[config.mk]
export PLATFORM = sky130hd
export DESIGN_NAME = spi_word_packer
export DESIGN_NICKNAME = d
export VERILOG_FILES = /design/src/rtl/spi_wp_pkg.sv /design/src/rtl/spi_wp_fifo.sv /design/src/rtl/spi_wp_splitter.sv /design/src/rtl/spi_wp_assembler.sv /design/src/rtl/spi_word_packer.sv
export SDC_FILE = /design/constraint.sdc
export NUM_CORES = 1
export LEC_CHECK = 0
export ABC_AREA = 1
export BUFFER_PORTS_ARGS = -buffer_cell sky130_fd_sc_hd__buf_4
export CORE_MARGIN = 1
export CORE_UTILIZATION = 60
export CTS_CLUSTER_DIAMETER = 80
export DETAILED_ROUTE_END_ITERATION = 8
export PLACE_DENSITY = 0.78
export SLEW_MARGIN = 15
export SYNTH_ARGS = -nofsm -noshare
export SYNTH_HDL_FRONTEND = slang
export SYNTH_SLANG_ARGS = --single-unit
[constraint.sdc]
create_clock -name clk -period 3.6 [get_ports clk]
set_clock_uncertainty 0.2 [all_clocks]
set_input_delay 0.72 -clock clk [delete_from_list [all_inputs] [get_ports clk]]
set_output_delay 0.72 -clock clk [all_outputs]
set_load 0.05 [all_outputs]
[src/rtl/spi_wp_pkg.sv]
package spi_wp_pkg;
  localparam int WORD_BYTES = 4;
  localparam int WORD_W     = 8 * WORD_BYTES;
  localparam int ADDR_W     = 8;
  localparam int CNT_W      = $clog2(WORD_BYTES + 1);
  localparam int IDX_W      = $clog2(WORD_BYTES);

  localparam logic [ADDR_W-1:0] A_TX_WORD = 8'h00;
  localparam logic [ADDR_W-1:0] A_RX_WORD = 8'h04;
  localparam logic [ADDR_W-1:0] A_TX_B1   = 8'h80;
  localparam logic [ADDR_W-1:0] A_TX_B2   = 8'h84;
  localparam logic [ADDR_W-1:0] A_TX_B3   = 8'h88;

  // lane that the k-th byte of a word occupies for a given byte order
  function automatic logic [IDX_W-1:0] lane_of(input logic msb_first,
                                               input logic [IDX_W-1:0] idx);
    return msb_first ? (IDX_W'(WORD_BYTES - 1) - idx) : idx;
  endfunction
endpackage

[src/rtl/spi_wp_fifo.sv]
module spi_wp_fifo #(
  parameter int DEPTH = 32,
  parameter int W     = 8,
  localparam int AW   = (DEPTH > 1) ? $clog2(DEPTH) : 1,
  localparam int LW   = $clog2(DEPTH + 1)
) (
  input  logic          clk,
  input  logic          rst,
  input  logic          flush,
  input  logic          push,
  input  logic [W-1:0]  push_data,
  input  logic          pop,
  output logic [W-1:0]  head,
  output logic          empty,
  output logic          full,
  output logic [LW-1:0] level
);
  logic [W-1:0]  mem [DEPTH];
  logic [AW-1:0] wr_ptr, rd_ptr;
  logic          do_push, do_pop;

  assign empty   = (level == '0);
  assign full    = (level == LW'(DEPTH));
  assign do_push = push && !full && !flush;
  assign do_pop  = pop && !empty && !flush;
  assign head    = mem[rd_ptr];

  function automatic logic [AW-1:0] nxt(input logic [AW-1:0] p);
    return (p == AW'(DEPTH - 1)) ? '0 : p + AW'(1);
  endfunction

  always_ff @(posedge clk) begin
    if (do_push) mem[wr_ptr] <= push_data;
  end

  always_ff @(posedge clk) begin
    if (rst || flush) begin
      wr_ptr <= '0;
      rd_ptr <= '0;
      level  <= '0;
    end else begin
      if (do_push) wr_ptr <= nxt(wr_ptr);
      if (do_pop)  rd_ptr <= nxt(rd_ptr);
      case ({do_push, do_pop})
        2'b10:   level <= level + LW'(1);
        2'b01:   level <= level - LW'(1);
        default: level <= level;
      endcase
    end
  end
endmodule

[src/rtl/spi_wp_splitter.sv]
module spi_wp_splitter
  import spi_wp_pkg::*;
(
  input  logic              clk,
  input  logic              rst,
  input  logic              flush,
  input  logic              load,
  input  logic [CNT_W-1:0]  load_cnt,
  input  logic [WORD_W-1:0] load_word,
  input  logic              load_msb,
  input  logic              fifo_full,
  output logic              push,
  output logic [7:0]        push_byte,
  output logic              active
);
  logic [CNT_W-1:0]  cnt;
  logic [WORD_W-1:0] sreg;
  logic              msb;

  assign active    = (cnt != '0);
  assign push      = active && !fifo_full && !flush;
  assign push_byte = msb ? sreg[WORD_W-1 -: 8] : sreg[7:0];

  always_ff @(posedge clk) begin
    if (rst) begin
      cnt  <= '0;
      sreg <= '0;
      msb  <= 1'b0;
    end else if (flush) begin
      cnt <= '0;
    end else if (load) begin
      cnt  <= load_cnt;
      sreg <= load_word;
      msb  <= load_msb;
    end else if (active) begin
      if (fifo_full) begin
        cnt <= '0;
      end else begin
        cnt  <= cnt - CNT_W'(1);
        sreg <= msb ? {sreg[WORD_W-9:0], 8'h00} : {8'h00, sreg[WORD_W-1:8]};
      end
    end
  end
endmodule

[src/rtl/spi_wp_assembler.sv]
module spi_wp_assembler
  import spi_wp_pkg::*;
#(
  parameter int XB = 4
) (
  input  logic              clk,
  input  logic              rst,
  input  logic              start,
  input  logic              start_msb,
  input  logic              fifo_empty,
  input  logic [7:0]        fifo_head,
  output logic              pop,
  output logic              active,
  output logic [WORD_W-1:0] rdata,
  output logic              rvalid
);
  logic [CNT_W-1:0]  cnt;
  logic [IDX_W-1:0]  idx;
  logic [WORD_W-1:0] acc, acc_next;
  logic              msb;

  assign active   = (cnt != '0);
  assign pop      = active && !fifo_empty;
  assign acc_next = acc | (WORD_W'(fifo_head) << {lane_of(msb, idx), 3'b000});

  always_ff @(posedge clk) begin
    if (rst) begin
      cnt    <= '0;
      idx    <= '0;
      acc    <= '0;
      msb    <= 1'b0;
      rdata  <= '0;
      rvalid <= 1'b0;
    end else begin
      rvalid <= 1'b0;
      if (start) begin
        cnt <= CNT_W'(XB);
        idx <= '0;
        acc <= '0;
        msb <= start_msb;
      end else if (active) begin
        if (!fifo_empty) begin
          acc <= acc_next;
          idx <= idx + IDX_W'(1);
          cnt <= cnt - CNT_W'(1);
          if (cnt == CNT_W'(1)) begin
            rdata  <= acc_next;
            rvalid <= 1'b1;
          end
        end else begin
          cnt    <= '0;
          rdata  <= acc;
          rvalid <= 1'b1;
        end
      end
    end
  end
endmodule

[src/rtl/spi_word_packer.sv]
module spi_word_packer
  import spi_wp_pkg::*;
#(
  parameter int FIFO_DEPTH = 32,
  parameter int XFER_BYTES = 4,
  localparam int LVL_W     = $clog2(FIFO_DEPTH + 1)
) (
  input  logic              clk,
  input  logic              rst,
  input  logic              cfg_msb_first,
  input  logic [ADDR_W-1:0] bus_addr,
  input  logic [WORD_W-1:0] bus_wdata,
  input  logic              bus_wr,
  input  logic              bus_rd,
  output logic              bus_busy,
  output logic [WORD_W-1:0] bus_rdata,
  output logic              bus_rvalid,
  input  logic              tx_flush,
  input  logic              tx_pop,
  output logic [7:0]        tx_byte,
  output logic              tx_empty,
  output logic              tx_full,
  output logic [LVL_W-1:0]  tx_level,
  input  logic              rx_flush,
  input  logic              rx_push,
  input  logic [7:0]        rx_byte,
  output logic              rx_empty,
  output logic              rx_full,
  output logic [LVL_W-1:0]  rx_level
);
  logic             tx_active, rx_active;
  logic             wr_hit, wr_load, rd_start;
  logic [CNT_W-1:0] wr_cnt;
  logic             sp_push;
  logic [7:0]       sp_byte;
  logic             as_pop;
  logic [7:0]       rx_head;

  assign bus_busy = tx_active || rx_active;

  always_comb begin
    wr_hit = 1'b1;
    case (bus_addr)
      A_TX_WORD: wr_cnt = CNT_W'(XFER_BYTES);
      A_TX_B1:   wr_cnt = CNT_W'(1);
      A_TX_B2:   wr_cnt = CNT_W'(2);
      A_TX_B3:   wr_cnt = CNT_W'(3);
      default: begin
        wr_cnt = '0;
        wr_hit = 1'b0;
      end
    endcase
  end

  assign wr_load  = bus_wr && !bus_busy && wr_hit;
  assign rd_start = bus_rd && !bus_wr && !bus_busy && (bus_addr == A_RX_WORD);

  spi_wp_splitter u_split (
    .clk       (clk),
    .rst       (rst),
    .flush     (tx_flush),
    .load      (wr_load),
    .load_cnt  (wr_cnt),
    .load_word (bus_wdata),
    .load_msb  (cfg_msb_first),
    .fifo_full (tx_full),
    .push      (sp_push),
    .push_byte (sp_byte),
    .active    (tx_active)
  );

  spi_wp_fifo #(.DEPTH(FIFO_DEPTH), .W(8)) u_txq (
    .clk       (clk),
    .rst       (rst),
    .flush     (tx_flush),
    .push      (sp_push),
    .push_data (sp_byte),
    .pop       (tx_pop),
    .head      (tx_byte),
    .empty     (tx_empty),
    .full      (tx_full),
    .level     (tx_level)
  );

  spi_wp_fifo #(.DEPTH(FIFO_DEPTH), .W(8)) u_rxq (
    .clk       (clk),
    .rst       (rst),
    .flush     (rx_flush),
    .push      (rx_push),
    .push_data (rx_byte),
    .pop       (as_pop),
    .head      (rx_head),
    .empty     (rx_empty),
    .full      (rx_full),
    .level     (rx_level)
  );

  spi_wp_assembler #(.XB(XFER_BYTES)) u_asm (
    .clk        (clk),
    .rst        (rst),
    .start      (rd_start),
    .start_msb  (cfg_msb_first),
    .fifo_empty (rx_empty),
    .fifo_head  (rx_head),
    .pop        (as_pop),
    .active     (rx_active),
    .rdata      (bus_rdata),
    .rvalid     (bus_rvalid)
  );
endmodule

==> out/metrics.cfg <==
[final_layout]
instances_no_fill=3329
drive_above_1_share_pct=12.02
fin_nets=2760
syn_to_final_growth_pct=13.81
diodes=0

[logic_synthesis]
ys_seq_elements=661
synth_edf_count=512
yosysTopAreaCell=edfxtp_1
synth_nets=2676
synth_compound_area_share_pct=9.828
yosysMostFrequentCell=edfxtp_1
syn_inst=2591
synth.distinct_cells=44
synthDominantCellAreaShare_pct=55.50
synthArstFlopShare_pct=0
netlist_area_um2=27700
yosys_warnings=0
ys_seq_area_share_pct=66.27
synthMuxAreaShare_pct=0
synth-simple-area-share_pct=17.36
syn_avg_cell_area_um2=10.69
ys_top_cells_by_count=512 x edfxtp_1, 461 x nand2_1, 264 x nor2_1, 253 x nand3_1, 225 x o21ai_0
synth.area.top_cells=edfxtp_1 55%, dfxtp_1 11%, nand2_1 6.2%
synth-adder-area-share_pct=1.292
synthXorXnorAreaFrac_pct=0.6007
ys.flop_type=edfxtp_1
synth_top_family_by_area=simple AND/OR/NAND/NOR gates

[timing]
slew_headroom_pct=20.99
setup_viol=0
min_period_ns=3.535
tightest_slew_ns=1.181
hold_viol_final=0
tns_ns=0
fin_crit_sh_pct=98.19
fmax_mhz=282.9
slew_violations=0

[clock_tree]
cts_sinks=661
cts_tree=yes
clockRootBuffer=clkbuf_16
clock_path_buffers=3
h-tree-depth=3
cts_hold_buffers=0
clk_pin_slew_ns=0.06
insertion_delay_ns=0.61
cts_made_buffers=67

[detailed_routing]
drt_first_pass_iters=7
wirelength_mm=69.24
wl_per_cell_um=20.80
vias_per_cell=6.129
drtIter0Drc=2396
vias=20410
antenna_left=0
drc_errors=0

[floorplanning]
die_w_um=216.9
num_rows=78
start_util_pct=60.91
dieArea_um2=47030
die_y_um=216.9
core_region_area_um2=45480
io_pins=115

[global_route]
grt_pass1_vias=19850
grt_use_total_pct=28.95
grt-ovfl-total=0
antenna_found_initial=0
grt_pass1_wl_mm=105.7
grt_max_degree=129

[critical_path]
end_kind=output port
crit_type=flip-flop to output port
cp_data_required_time_ns=2.68
cp_max_fo=64
reg2reg_from=u_asm.cnt[0]
critPathArrivalTime_ns=2.61
start_kind=flip-flop

[power]
power_frac_clock_pct=43.9
total_power_mw=16.04
p_comb_share_pct=4.1
vdd_ir_drop_max_uv=428.5
p_int_mw=12.62
p_sw_share_pct=21.34
p_per_area_nw_per_um2=508.8
power_frac_seq_pct=51.9
p_leak_nw=11.51
p_sw_mw=3.423

[hold_path]
hp-start=rst
min_path_type=primary input to flip-flop

[outcome]
status=finished clean

[placement]
dpl.hpwl_mm=40.52
place_inst=3197
routabilityCongestion=0.8832
io_buffers=114

[flow_run]
cap_viol_max_count=0

## through the flow
stage	hold WS, ns	cell area [um2]	setup WS (ns)	util (%)
final	0.2023	31530	0.06500	69.32
after global routing	0.1726	31530	-0.04842	69.32
after CTS	0.1693	31390	0.0001019	69.02
after detailed placement	0.2426	29140	0.3900	64.06
after global placement	0.2380	29140	0.5201	64.06
after floorplan	0.2304	27700	0.2457	-
## final cells by class
type	count	area (um2)
clock buffer	88	1848
clock inverter	35	381.6
fill	3208	13950
inverter	137	520.5
multi-input combinational	1632	8168
sequential	661	18370
tap	600	750.7
timing repair buffer	176	1493
## power groups by stage
| stage | Clock [mW] | Combinational [mW] | Sequential (mW) |
|---|---|---|---|
| CTS | 7.10 | 0.646 | 8.33 |
| finish | 7.05 | 0.663 | 8.33 |
| detailed placement | 0 | 0.639 | 8.49 |
| global route | 7.41 | 0.710 | 8.33 |
| global placement | 0 | 0.620 | 8.49 |
| floorplan | 0 | 0.351 | 8.50 |
## sequential cells by signal, indices dropped and copies added (netlist names), 3 cells and up, named ones only
signal / count
u_split.sreg: 32
u_txq.level: 6
u_rxq.wr_ptr: 5
u_rxq.level: 6
u_asm.cnt: 3
u_rxq.rd_ptr: 5
u_split.cnt: 3
u_txq.mem: 256
u_rxq.mem: 256
u_asm.rdata: 32
u_asm.acc: 32
u_txq.rd_ptr: 5
u_txq.wr_ptr: 5
## cell usage in the layout (no fill, tap or decap), types with 30 or more instances in the layout
master,Yosys,routed
a21oi_1,104,104
o21ai_0,225,215
o221ai_1,44,43
clkbuf_16,0,72
dfxtp_1,149,146
edfxtp_1,512,512
nor2_1,264,264
buf_4,16,163
nand2_1,461,461
nand4_1,66,66
nand3_1,253,253
o21ai_1,36,38
a31oi_1,30,30
inv_1,133,130
## timing repair
action / CTS / global route
setup buffers: 1 / 5
setup endpoints to repair: 8 / 8
cloned: 0 / 3
gates resized for setup: 2 / 6
## routing by layer
metal	part of all wire (%)	track usage [%]
met4	3.8	12.84
met2	50	49.23
met5	0	0
met1	39	36.51
met3	7.4	4.948
## final timing paths
path / to / slack [ns] / cells past startpoint
max: tx_byte[0] / 0.07 / 8
min: u_asm.cnt[2] / 0.20 / 2
max reg2reg: u_rxq.level[5] / 0.42 / 19
min reg2reg: u_asm.acc[28] / 0.25 / 2
## cell families after synthesis
family                   count (synthesis)
buffers and inverters                  298
flip-flops                             661
AO/OA/AOI/OAI                          485
XOR/XNOR                                19
AND/OR/NAND/NOR                       1100
adder cells (fa/ha/maj)                 28
## worst max-delay path, stage by stage, from the launching register on
cell	delay, ns
dfxtp_1	0.37
buf_12	0.27
o21ai_0	0.19
o22ai_1	0.23
o21ai_0	0.13
o21ai_0	0.34
nand2_1	0.13
nand2_1	0.10
buf_4	0.20
(Power assumes the default switching activity.)
